<file path="src/rtl/core_regset_pkg.sv">
package core_regset_pkg;

    localparam int BYTE_W    = 8;
    localparam int ADDR_W    = 16;
    localparam int CTX_BYTES = 5;
    localparam int CNT_W     = $clog2(CTX_BYTES);

    localparam logic [ADDR_W-1:0] VEC_HI_ADDR = 16'hFFFE;
    localparam logic [ADDR_W-1:0] VEC_LO_ADDR = 16'hFFFF;
    localparam logic [BYTE_W-1:0] STACK_PAGE  = 8'h01;
    localparam logic [BYTE_W-1:0] CC_FORCED   = 8'hE0;
    localparam logic [BYTE_W-1:0] CC_RESET    = 8'hE8;
    localparam int                CC_I        = 3;

    // Context bytes; slot number is the push order
    typedef enum logic [2:0] {
        ITM_PCL, ITM_PCH, ITM_X, ITM_A, ITM_CC
    } ctx_item_e;

    typedef enum logic [2:0] {
        SQ_VHI, SQ_VLO, SQ_VFIN, SQ_IDLE, SQ_PUSH, SQ_POP, SQ_POPFIN
    } seq_state_e;

    typedef struct packed {
        logic      push;
        logic      pop_step;
        logic      cap_en;
        ctx_item_e push_item;
        ctx_item_e cap_item;
        logic      set_i;
    } seq_ctl_t;

    function automatic ctx_item_e item_at(input logic [CNT_W-1:0] slot);
        case (slot)
            3'd0:    return ITM_PCL;
            3'd1:    return ITM_PCH;
            3'd2:    return ITM_X;
            3'd3:    return ITM_A;
            default: return ITM_CC;
        endcase
    endfunction

    function automatic logic [BYTE_W-1:0] cc_fix(input logic [BYTE_W-1:0] v);
        return v | CC_FORCED;
    endfunction

endpackage

</file>
<file path="src/rtl/core_regset_seq.sv">
module core_regset_seq
    import core_regset_pkg::*;
(
    input  logic              clk,
    input  logic              rst,
    input  logic              irq_req,
    input  logic              rti_req,
    input  logic [BYTE_W-1:0] sp_lo,
    output seq_ctl_t          ctl,
    output logic [ADDR_W-1:0] mem_addr,
    output logic              mem_we,
    output logic              ready
);

    localparam logic [CNT_W-1:0] LAST_SLOT = CNT_W'(CTX_BYTES - 1);
    localparam logic [CNT_W-1:0] SLOT_SPAN = CNT_W'(CTX_BYTES);

    seq_state_e       state;
    logic [CNT_W-1:0] slot;

    always_ff @(posedge clk) begin
        if (rst) begin
            state <= SQ_VHI;
            slot  <= '0;
        end else begin
            case (state)
                SQ_VHI:  state <= SQ_VLO;
                SQ_VLO:  state <= SQ_VFIN;
                SQ_VFIN: state <= SQ_IDLE;
                SQ_IDLE: begin
                    slot <= '0;
                    if (irq_req)      state <= SQ_PUSH;
                    else if (rti_req) state <= SQ_POP;
                end
                SQ_PUSH: begin
                    if (slot == LAST_SLOT) state <= SQ_IDLE;
                    else                   slot  <= slot + 1'b1;
                end
                SQ_POP: begin
                    if (slot == LAST_SLOT) state <= SQ_POPFIN;
                    else                   slot  <= slot + 1'b1;
                end
                SQ_POPFIN: state <= SQ_IDLE;
                default:   state <= SQ_IDLE;
            endcase
        end
    end

    always_comb begin
        ctl           = '0;
        ctl.push_item = ITM_PCL;
        ctl.cap_item  = ITM_PCL;
        mem_addr      = '0;
        mem_we        = 1'b0;
        case (state)
            SQ_VHI: mem_addr = VEC_HI_ADDR;
            SQ_VLO: begin
                mem_addr     = VEC_LO_ADDR;
                ctl.cap_en   = 1'b1;
                ctl.cap_item = ITM_PCH;
            end
            SQ_VFIN: begin
                ctl.cap_en   = 1'b1;
                ctl.cap_item = ITM_PCL;
            end
            SQ_PUSH: begin
                mem_we        = 1'b1;
                mem_addr      = {STACK_PAGE, sp_lo};
                ctl.push      = 1'b1;
                ctl.push_item = item_at(slot);
                ctl.set_i     = (slot == LAST_SLOT);
            end
            SQ_POP: begin
                mem_addr     = {STACK_PAGE, sp_lo + 8'd1};
                ctl.pop_step = 1'b1;
                ctl.cap_en   = (slot != '0);
                ctl.cap_item = item_at(SLOT_SPAN - slot);
            end
            SQ_POPFIN: begin
                ctl.cap_en   = 1'b1;
                ctl.cap_item = item_at('0);
            end
            default: ;
        endcase
    end

    assign ready = (state == SQ_IDLE);

    // low vector byte is always addressed right after the high one
    p_vec_order_r1: assert property (@(posedge clk) disable iff (rst)
        (mem_addr == VEC_LO_ADDR) |-> ($past(mem_addr) == VEC_HI_ADDR))
        else $error("p_vec_order_r1");

    // stack writes stay inside the stack page
    p_stack_page_r5: assert property (@(posedge clk) disable iff (rst)
        mem_we |-> (mem_addr[ADDR_W-1:BYTE_W] == STACK_PAGE))
        else $error("p_stack_page_r5");

    // a save burst only begins after an interrupt request
    p_push_start_r5: assert property (@(posedge clk) disable iff (rst)
        $rose(mem_we) |-> $past(irq_req))
        else $error("p_push_start_r5");

endmodule

</file>
<file path="src/rtl/core_regset_file.sv">
module core_regset_file
    import core_regset_pkg::*;
#(
    parameter logic [BYTE_W-1:0] SP_RESET_LO = 8'h7F
) (
    input  logic              clk,
    input  logic              rst,
    input  logic              ready,
    input  seq_ctl_t          ctl,
    input  logic [BYTE_W-1:0] mem_rdata,
    input  logic              wr_a,
    input  logic              wr_idx,
    input  logic              wr_sp,
    input  logic              wr_cc,
    input  logic [BYTE_W-1:0] wr_data,
    input  logic              pc_load,
    input  logic [ADDR_W-1:0] pc_data,
    input  logic              prefix_seen,
    input  logic              insn_done,
    output logic [BYTE_W-1:0] mem_wdata,
    output logic [BYTE_W-1:0] acc_out,
    output logic [BYTE_W-1:0] x_out,
    output logic [BYTE_W-1:0] y_out,
    output logic [BYTE_W-1:0] idx_out,
    output logic [ADDR_W-1:0] pc_out,
    output logic [ADDR_W-1:0] sp_out,
    output logic [BYTE_W-1:0] cc_out,
    output logic [BYTE_W-1:0] sp_lo
);

    logic [BYTE_W-1:0] acc_r, x_r, y_r, cc_r, sp_lo_r;
    logic [ADDR_W-1:0] pc_r;
    logic              pre_r;

    // Data registers: contents undefined until written
    always_ff @(posedge clk) begin
        if (ctl.cap_en) begin
            case (ctl.cap_item)
                ITM_A:   acc_r <= mem_rdata;
                ITM_X:   x_r   <= mem_rdata;
                ITM_PCH: pc_r[ADDR_W-1:BYTE_W] <= mem_rdata;
                ITM_PCL: pc_r[BYTE_W-1:0]      <= mem_rdata;
                default: ;
            endcase
        end else if (ready) begin
            if (wr_a) acc_r <= wr_data;
            if (wr_idx) begin
                if (pre_r) y_r <= wr_data;
                else       x_r <= wr_data;
            end
            if (pc_load) pc_r <= pc_data;
        end
    end

    // Control registers with a defined reset value
    always_ff @(posedge clk) begin
        if (rst) begin
            sp_lo_r <= SP_RESET_LO;
            cc_r    <= CC_RESET;
            pre_r   <= 1'b0;
        end else begin
            if (ctl.push)                sp_lo_r <= sp_lo_r - 8'd1;
            else if (ctl.pop_step)       sp_lo_r <= sp_lo_r + 8'd1;
            else if (ready && wr_sp)     sp_lo_r <= wr_data;

            if (ctl.cap_en && ctl.cap_item == ITM_CC) cc_r <= cc_fix(mem_rdata);
            else if (ctl.set_i)                       cc_r[CC_I] <= 1'b1;
            else if (ready && wr_cc)                  cc_r <= cc_fix(wr_data);

            if (ready) begin
                if (prefix_seen)    pre_r <= 1'b1;
                else if (insn_done) pre_r <= 1'b0;
            end
        end
    end

    always_comb begin
        case (ctl.push_item)
            ITM_PCL: mem_wdata = pc_r[BYTE_W-1:0];
            ITM_PCH: mem_wdata = pc_r[ADDR_W-1:BYTE_W];
            ITM_X:   mem_wdata = x_r;
            ITM_A:   mem_wdata = acc_r;
            default: mem_wdata = cc_r;
        endcase
    end

    assign acc_out = acc_r;
    assign x_out   = x_r;
    assign y_out   = y_r;
    assign idx_out = pre_r ? y_r : x_r;
    assign pc_out  = pc_r;
    assign sp_out  = {STACK_PAGE, sp_lo_r};
    assign cc_out  = cc_r;
    assign sp_lo   = sp_lo_r;

    // top three condition bits never drop
    p_cc_fixed_r4: assert property (@(posedge clk) disable iff (rst)
        cc_r[BYTE_W-1:5] == 3'b111)
        else $error("p_cc_fixed_r4");

    // each saved byte moves the stack pointer down by one
    p_sp_push_r5: assert property (@(posedge clk) disable iff (rst)
        ctl.push |=> (sp_lo_r == $past(sp_lo_r) - 8'd1))
        else $error("p_sp_push_r5");

    // interrupt mask is set once the condition codes are saved
    p_i_set_r6: assert property (@(posedge clk) disable iff (rst)
        ctl.set_i |=> cc_r[CC_I])
        else $error("p_i_set_r6");

    // while busy, only the sequencer moves the stack pointer
    p_busy_hold_r9: assert property (@(posedge clk) disable iff (rst)
        (!ready && !ctl.push && !ctl.pop_step) |=> $stable(sp_lo_r))
        else $error("p_busy_hold_r9");

    // instruction completion without a new prefix clears the redirect
    p_prefix_clear_r8: assert property (@(posedge clk) disable iff (rst)
        (ready && insn_done && !prefix_seen) |=> !pre_r)
        else $error("p_prefix_clear_r8");

endmodule

</file>
<file path="src/rtl/core_regset.sv">
module core_regset
    import core_regset_pkg::*;
#(
    parameter logic [7:0] SP_RESET_LO = 8'h7F
) (
    input  logic        clk,
    input  logic        rst,
    input  logic        irq_req,
    input  logic        rti_req,
    input  logic        wr_a,
    input  logic        wr_idx,
    input  logic        wr_sp,
    input  logic        wr_cc,
    input  logic [7:0]  wr_data,
    input  logic        pc_load,
    input  logic [15:0] pc_data,
    input  logic        prefix_seen,
    input  logic        insn_done,
    input  logic [7:0]  mem_rdata,
    output logic [15:0] mem_addr,
    output logic        mem_we,
    output logic [7:0]  mem_wdata,
    output logic        ready,
    output logic [7:0]  acc_out,
    output logic [7:0]  x_out,
    output logic [7:0]  y_out,
    output logic [7:0]  idx_out,
    output logic [15:0] pc_out,
    output logic [15:0] sp_out,
    output logic [7:0]  cc_out
);

    seq_ctl_t          ctl;
    logic [BYTE_W-1:0] sp_lo;

    core_regset_seq u_seq (
        .clk      (clk),
        .rst      (rst),
        .irq_req  (irq_req),
        .rti_req  (rti_req),
        .sp_lo    (sp_lo),
        .ctl      (ctl),
        .mem_addr (mem_addr),
        .mem_we   (mem_we),
        .ready    (ready)
    );

    core_regset_file #(
        .SP_RESET_LO (SP_RESET_LO)
    ) u_file (
        .clk         (clk),
        .rst         (rst),
        .ready       (ready),
        .ctl         (ctl),
        .mem_rdata   (mem_rdata),
        .wr_a        (wr_a),
        .wr_idx      (wr_idx),
        .wr_sp       (wr_sp),
        .wr_cc       (wr_cc),
        .wr_data     (wr_data),
        .pc_load     (pc_load),
        .pc_data     (pc_data),
        .prefix_seen (prefix_seen),
        .insn_done   (insn_done),
        .mem_wdata   (mem_wdata),
        .acc_out     (acc_out),
        .x_out       (x_out),
        .y_out       (y_out),
        .idx_out     (idx_out),
        .pc_out      (pc_out),
        .sp_out      (sp_out),
        .cc_out      (cc_out),
        .sp_lo       (sp_lo)
    );

endmodule

</file>
<file path="config.mk">
export PLATFORM = sky130hd
export DESIGN_NAME = core_regset
export DESIGN_NICKNAME = d
export VERILOG_FILES = /design/src/rtl/core_regset_pkg.sv /design/src/rtl/core_regset_seq.sv /design/src/rtl/core_regset_file.sv /design/src/rtl/core_regset.sv
export SDC_FILE = /design/constraint.sdc
export NUM_CORES = 1
export LEC_CHECK = 0
export BUFFER_PORTS_ARGS = -buffer_cell sky130_fd_sc_hd__buf_2
export CORE_MARGIN = 5
export CORE_UTILIZATION = 50
export CTS_BUF_LIST = sky130_fd_sc_hd__clkbuf_16
export CTS_CLUSTER_SIZE = 8
export DETAILED_ROUTE_END_ITERATION = 8
export GPL_ROUTABILITY_DRIVEN = 1
export GPL_TIMING_DRIVEN = 0
export HOLD_SLACK_MARGIN = 0.03
export MAX_ROUTING_LAYER = met4
export PLACE_DENSITY = 0.78
export RECOVER_POWER = 100
export SLEW_MARGIN = 20
export SYNTH_ARGS = -nofsm -noshare
export SYNTH_HDL_FRONTEND = slang
export SYNTH_HIERARCHICAL = 1
export SYNTH_SLANG_ARGS = --single-unit
</file>
<file path="constraint.sdc">
create_clock -name clk -period 3.1 [get_ports clk]
set_input_delay 0.62 -clock clk [delete_from_list [all_inputs] [get_ports clk]]
set_output_delay 0.62 -clock clk [all_outputs]
set_load 0.03 [all_outputs]
</file>
* Word level (Yosys, flattened, before mapping) *
Cells that the tools add are included.

word-level totals
  register bits after elaboration = 60
  output and inout port bits = 98
  bits of input ports = 43

operators by class
  equal/unequal tests = 30
  bitwise gates (word level) = 1
  mux-type cells = 42
  add/subtract/negate cells = 4
  reduce and logical (&&, ||, !) cells = 29

operators with widths
  cell                 number
  $mux 8               15
  $pmux 16 s4          1
  $mux 16              3
  $pmux 8 s4           1
  $eq 3x2->1 const B   10
  $pmux 3 s4           2
  $mux 3               7
  $eq 3x1->1 const B   5
  $eq 3x3->1 const B   5
  $logic_not 3->1      5
  $pmux 3 s5           1
  $reduce_bool 2->1    7
  $pmux 3 s2           2
  $reduce_and 3->1     4
  $mux 5               2
  $ne 2x2->1 const B   5
  $reduce_bool 3->1    3
  $add 8x1->8 const B  1
  $ne 2x1->1 const B   4
  $reduce_and 4->1     2
  $sub 8x1->8 const B  1
  $mux 1               7
  $reduce_and 2->1     3
  $add 3x1->3 const B  1
  7 further kinds      9

* Longest topological paths before layout *
Gate-level depths: netlist of run 1.

  word-level depth = 8
  gate-level depth with buffers = 11

* Modules after synthesis *
The synthesis of run 1 kept the hierarchy.

by module, submodules not included
  module            times used  cells an instance  sequential area each (µm²)  area each (µm²)
  core_regset_file  1           287                1481.4                      3032.9
  core_regset_seq   1           106                120.1                       725.7

* Worst setup path before layout of run 1 *
OpenSTA, ideal clock, no wires.

  kind = reg2out
  start point = register u_seq.state[2]
  end point = output port mem_wdata[5]
  stages on the path, launching flop included = 8
  buffers on the path = 2
  slack = 0.464 ns
  data arrival time = 2.016 ns
  cell sequence = dfxtp_1 buf_2 nor2b_1 nand2b_1 nor3_1 buf_2 mux4_2 or2_2

RTL lines
  what                      line                   source
  start: declaration        core_regset_seq.sv:18  seq_state_e state;
  start signal: assignment  core_regset_seq.sv:23  state <= SQ_VHI;
  start signal: assignment  core_regset_seq.sv:27  SQ_VHI: state <= SQ_VLO;
  start signal: assignment  core_regset_seq.sv:28  SQ_VLO: state <= SQ_VFIN;
  end: declaration          core_regset.sv:22      output logic [7:0] mem_wdata,

==> out/metrics.cfg, run 1 <==
[synthesis]
syn-instance-count = 393
yosysTopAreaCell = edfxtp_1
synthTopCellsByArea = edfxtp_1, dfxtp_1, buf_4
synth.distinct_cells = 60
ys_seq_area_frac = 0.426
synth_most_common_cell = edfxtp_1
synth_top_area_share = 0.320
avgSynthCellArea_um2 = 9.56
synth_edf_count = 40
yosysWarnings = 6
ys_async_sr_fraction = 0
synth-seq-cells = 60
synth_flop_cell = edfxtp_1
synth_area_mm2 = 0.00376
synth_common_cells = edfxtp_1, inv_1, o21ai_0

[critical_path]
arrival_ps = 2380
required_ps = 2480
crit_start = u_seq/state[2]$_SDFFE_PP0P_
r2r_start = u_seq/slot[1]$_SDFFE_PP0P_
setup.worst_path.class = reg -> out
critPathLaunchType = register
timing.rr.end = u_file/cc_out[3]$_SDFFE_PP1P_
reg2reg_depth = 11
crit_end = mem_wdata[0]
cp_max_fo = 10
worstSetupEndpointType = output port
r2r_slack_ps = 400

[global_route]
grt_use_total = 0.240
grt_max_degree = 14
antenna_found_initial = 0
grt_pass1_wl_um = 18000
first_global_vias = 3473
gr-total-overflow = 0

[timing]
fin_tns_setup_ps = 0
fin_ws_ps = 101
finalCritPeriodShare = 0.968
post-route-min-period_ps = 3000
setup_viol = 0
rsz0062_at_grt = false
fmax_mhz = 333
maxSlewViolCount = 0
hold-worst-slack_ps = 498
max-slew-margin-rel = 0.394
clock_skew_ps = 7.01
hold_viol = 0
tightest_slew_ps = 903

[cells_and_area]
fin_util = 0.661
nets = 593
drive_gt1_frac = 0.250
area_delta_synth_final_pct = 28.2
antennaDiodeCount = 0

[status]
status = complete, no violations

[floorplanning]
start_util = 0.515
row_count = 31
die-area_mm2 = 0.00935
die_y_um = 96.7
fp.coreArea_mm2 = 0.00729
io_pins = 141
die_w_um = 96.7

[route]
drc = 0
ant_nets = 0
wire_per_inst_um = 17.3
vias = 3582
wl_um = 11200
drt_iter0_drc = 250
vias_per_cell = 5.54
drt-pass1-iter-count = 5

[min_path]
worstHoldPathType = in -> reg
min_from = wr_data[5]

[place]
dp_hpwl_um = 8420
routabilityCongestion = 0.900
port_buffers = 128
place_ws_ps = 77.8

[pwr]
p_int_mw = 2.12
clkPwrFrac = 0.341
power.density_mw_per_mm2 = 689
p_comb_frac = 0.339
p_seq_frac = 0.320
power_mw = 3.32
switching_share = 0.361
p_switching_mw = 1.20
leakage_nw = 1.98
irDropWorstVdd_v = 0.000347

[clock_tree]
clockBufferDepth = 2
clkTransAtPathRegs_ps = 50
clkLatencyLatePin_ps = 320
cts_tree = yes
cts_root_buffer = clkbuf_16
cts_htree_levels = 3
cts.sinks = 60
cts_buffers = 9

[job]
cap_violations = 0

## routing by layer
layer	global-route usage	wire length [um]	vias up
met4	0.0583	120	0
met2	0.412	5740	185
met1	0.284	4440	1701
met5	-	0	-
li1	-	-	1681
met3	0.0612	907	15
## through the flow
step / cell area [um^2] / instances
2_1_floorplan: 3790 / 402
3_3_place_gp: 4560 / 629
3_5_place_dp: 4570 / 629
4_1_cts: 4930 / 646
5_1_grt: 4820 / 646
6_report: 4820 / 646
## cell type report
| type | count | area, um^2 |
|---|---|---|
| fill | 643 | 2470 |
| multi-input combinational | 254 | 1730 |
| sequential | 60 | 1600 |
| timing repair buffer | 129 | 547 |
| buffer | 48 | 323 |
| clock buffer | 9 | 225 |
| inverter | 40 | 150 |
| tap | 99 | 124 |
| clock inverter | 7 | 115 |
## worst min path at each step
stage                                 end  slack, ps  cells after the start
2_1_floorplan  u_seq/slot[1]$_SDFFE_PP0P_        520                      2
3_3_place_gp   u_seq/slot[1]$_SDFFE_PP0P_        550                      2
3_5_place_dp   u_seq/slot[1]$_SDFFE_PP0P_        570                      2
4_1_cts         u_file/y_out[5]$_DFFE_PP_        490                      1
5_1_grt         u_file/y_out[5]$_DFFE_PP_        490                      1
6_report        u_file/y_out[5]$_DFFE_PP_        500                      1
## kinds of logic (layout without fill, tap and decap cells)
group / after synthesis / after routing / synth area share
AOI/OAI and AO/OA: 101 / 101 / 0.169
xor gates and xnor gates: 5 / 5 / 0.0117
buffers and inverters: 88 / 233 / 0.126
muxes: 25 / 25 / 0.0979
adders and majority gates: 8 / 8 / 0.0266
DFF: 60 / 60 / 0.426
other: 2 / 11 / 0.00200
and+or+nand+nor: 104 / 104 / 0.140
## sequential cells by signal, summed over array words and instances, names as in the netlist
register and flops:
u_seq/state 3, u_file/pre_r 1, u_file/sp_lo 8, u_file/pc_out 16, u_file/y_out 8, u_file/x_out 8
u_file/acc_out 8, u_file/cc_out 5, u_seq/slot 3
## power by group through the flow
stage,clock (mW),sequential [mW],combinational [mW]
3_3_place_gp,0,1.07,1.12
4_1_cts,1.14,1.06,1.16
5_1_grt,1.18,1.08,1.21
2_1_floorplan,0,1.16,0.744
3_5_place_dp,0,1.08,1.14
6_report,1.13,1.06,1.13
## timing repair
| item | in CTS | in global routing |
|---|---|---|
| endpoints found under the setup margin | 8 | 8 |
| gates cloned | 0 | 0 |
| hold buffers | 0 | 0 |
| setup buffers | 1 | 0 |
| resized for setup | 6 | 2 |
## critical path: stages, from the launching register on
cell and delay, ps:
dfxtp_1 300, buf_4 150, nor2b_4 170, nand2b_1 110
nor3_2 150, buf_6 200, mux4_2 520, mux2_2 280
buf_2 180
## cells in the final DEF (no fill, tap or decap), types with 3 or more instances in the layout
| master | instances |
|---|---|
| o211ai_1 | 4 |
| a211oi_1 | 8 |
| nand2b_1 | 6 |
| nand4_1 | 7 |
| mux2_2 | 14 |
| clkbuf_1 | 92 |
| nor2_1 | 27 |
| dfxtp_1 | 20 |
| xor2_1 | 3 |
| mux4_2 | 8 |
| buf_4 | 26 |
| clkbuf_4 | 3 |
| a31oi_1 | 5 |
| nand3b_1 | 3 |
| o31ai_1 | 6 |
| or2_2 | 3 |
| buf_2 | 47 |
| nand3_1 | 7 |
| or3_1 | 3 |
| buf_6 | 3 |
| nor3_1 | 6 |
| bufinv_16 | 3 |
| clkbuf_16 | 9 |
| conb_1 | 11 |
| inv_1 | 39 |
| edfxtp_1 | 40 |
| mux2i_1 | 3 |
| clkbuf_2 | 4 |
| o21ai_0 | 36 |
| nand2_1 | 26 |
| a21oi_1 | 17 |
| ha_1 | 8 |
| nor4_1 | 3 |
| and3_1 | 3 |
(Power assumes the default switching activity.)
==> inputs of run 2 (changes only) <==
Clock period 3.1 ns to 3.7 ns, I/O delays scaled along.
==> out/metrics.cfg, run 2 (synthesis gave the netlist of run 1 again) <==
[place]
port_buffers = 128  ; unchanged
dp_hpwl_um = 8420  ; unchanged
routabilityCongestion = 0.900  ; unchanged

[critical_path]
critPathMaxStageDelay_ps = 560  ; was 520 ps
crit_top_cell = buf_2
critPathLaunchType = register  ; unchanged
worst_path_max_delay_cell = mux4_2  ; unchanged
crit_start = u_seq/state[2]$_SDFFE_PP0P_  ; unchanged
cp_max_fo = 10  ; unchanged
r2r_start = u_seq/slot[1]$_SDFFE_PP0P_  ; unchanged
critPathTopFamily = multiplexers  ; unchanged
setup.worst_path.class = reg -> out  ; unchanged
worst-path-buf-inv = 3  ; unchanged
required_ps = 2960  ; was 2480 ps
worstSetupEndpointType = output port  ; unchanged
cp_cell_sequence = buf_2 > nor2b_1 > nand2b_1 > nor3_1 > buf_2 > mux4_2 > mux2_2 > clkbuf_2  ; was buf_4 > nor2b_4 > nand2b_1 > nor3_2 > buf_6 > mux4_2 > mux2_2 > buf_2
arrival_ps = 2800  ; was 2380 ps

[global_route]
grt_util_met3 = 0.0612  ; unchanged
grt_use_total = 0.240  ; about the same
gr-total-overflow = 0  ; unchanged
antenna_found_initial = 0  ; unchanged
grtUsageMet2 = 0.409  ; was 0.412
first_global_vias = 3460  ; was 3473
met1_usage = 0.282  ; was 0.284
grt_max_degree = 14  ; unchanged
grt_pass1_wl_um = 17900  ; was 18000 um
top_usage_layer = met2  ; unchanged

[timing]
fmax_mhz = 282
rsz0062_at_grt = false  ; unchanged
fin_tns_setup_ps = 0  ; unchanged
post-route-min-period_ps = 3540
clock_skew_ps = 8.18  ; was 7.01 ps
maxSlewViolCount = 0  ; unchanged
setup_viol = 0  ; unchanged
hold_viol = 0  ; unchanged
finalCritPeriodShare = 0.957
max-slew-margin-rel = 0.0310  ; was 0.394
tightest_slew_ps = 1440  ; was 903 ps

[floorplanning]
io_pins = 141  ; unchanged
die_w_um = 96.7  ; unchanged
row_count = 31  ; unchanged
die_y_um = 96.7  ; unchanged
die-area_mm2 = 0.00935  ; unchanged
start_util = 0.515  ; unchanged
fp.coreArea_mm2 = 0.00729  ; unchanged

[clock_tree]
cts_tree = yes  ; unchanged
cts_setup_buffers = 0  ; was 1
cts_buffers = 9  ; unchanged
cts_htree_levels = 3  ; unchanged
cts.sinks = 60  ; unchanged
clkTransAtPathRegs_ps = 50  ; about the same
clockBufferDepth = 2  ; unchanged
cts_resized = 0  ; was 6
clkLatencyLatePin_ps = 320  ; about the same
cts_hold_buffers = 0  ; unchanged
cts_root_buffer = clkbuf_16  ; unchanged

[status]
status = complete, no violations  ; unchanged

[cells_and_area]
antennaDiodeCount = 0  ; unchanged
final_cell_mix = clkbuf_1, buf_2, edfxtp_1  ; unchanged
largest_reg_flops = 16  ; unchanged
drive_gt1_frac = 0.238  ; was 0.250
fillCellCount = 651  ; was 643
nets = 592  ; was 593
area_delta_synth_final_pct = 27.1  ; was 28.2%
final_common_cell = clkbuf_1  ; unchanged

[pwr]
leakage_nw = 1.96  ; was 1.98 nW
irDropWorstVdd_v = 0.000290  ; was 0.000347 V
power_mw = 2.78  ; was 3.32 mW
power.density_mw_per_mm2 = 581  ; was 689 mW/mm^2

[job]
cap_violations = 0  ; unchanged

[route]
drt-pass1-iter-count = 5  ; unchanged
vias = 3604  ; was 3582
wire_per_inst_um = 17.4  ; was 17.3 um
ant_nets = 0  ; unchanged
vias_per_cell = 5.59  ; was 5.54
drt_iter0_drc = 269  ; was 250
wl_um = 11200  ; about the same
drc = 0  ; unchanged

[min_path]
worstHoldPathType = reg -> reg  ; was in -> reg
min_from = u_seq/slot[1]$_SDFFE_PP0P_  ; was wr_data[5]

## run 2: changes by cell type in the layout (fill, tap and decap cells not counted), moves of 2 or more
| cell | before | now |
|---|---|---|
| o21ai_0 | 36 | 38 |
| buf_2 | 47 | 44 |
| o31ai_2 | 2 | 0 |
| o21ai_1 | 2 | 0 |
| clkbuf_2 | 4 | 7 |
| buf_4 | 26 | 24 |
| o31ai_1 | 6 | 8 |
## run 2: worst min-delay path: stages (launching register included)
cell and delay [ps]:
dfxtp_1 370, o211ai_1 110, a21oi_1 60
## run 2: stage by stage
stage	hold WS, ps	cell area, um^2	util	worst slack [ps]	cells
4_1_cts	587	4910	0.673	210	645
3_5_place_dp	566	4570	0.626	558	629
6_report	591	4780	0.655	159	645
3_3_place_gp	551	4560	0.625	634	629
5_1_grt	609	4780	0.655	29.7	645
2_1_floorplan	522	3790	-	944	402
## run 2: metal layers
layer | share of wire | routed length, um
met5 | 0 | 0
met4 | 0.013 | 142
met3 | 0.086 | 967
met2 | 0.51 | 5750
met1 | 0.39 | 4390
## run 2: cell type report
type | instances | area, um^2 | area share
multi-input combinational | 254 | 1710 | 0.358
sequential | 60 | 1600 | 0.335
timing repair buffer | 128 | 539 | 0.113
buffer | 48 | 312 | 0.0652
clock buffer | 9 | 225 | 0.0471
inverter | 40 | 150 | 0.0314
tap | 99 | 124 | 0.0259
clock inverter | 7 | 115 | 0.0241
## run 2: power breakdown
group	total, mW	internal (mW)	switching (mW)
Clock	0.948	0.655	0.294
Sequential	0.890	0.818	0.0723
Combinational	0.937	0.299	0.638
## run 2: path summary, 6_finish.rpt
check	to	slack [ps]	cells past startpoint
max	mem_wdata[0]	160	8
min	u_seq/slot[1]$_SDFFE_PP0P_	590	2
max reg2reg	u_file/pc_out[5]$_DFFE_PP_	640	8
min reg2reg	u_seq/slot[1]$_SDFFE_PP0P_	590	2
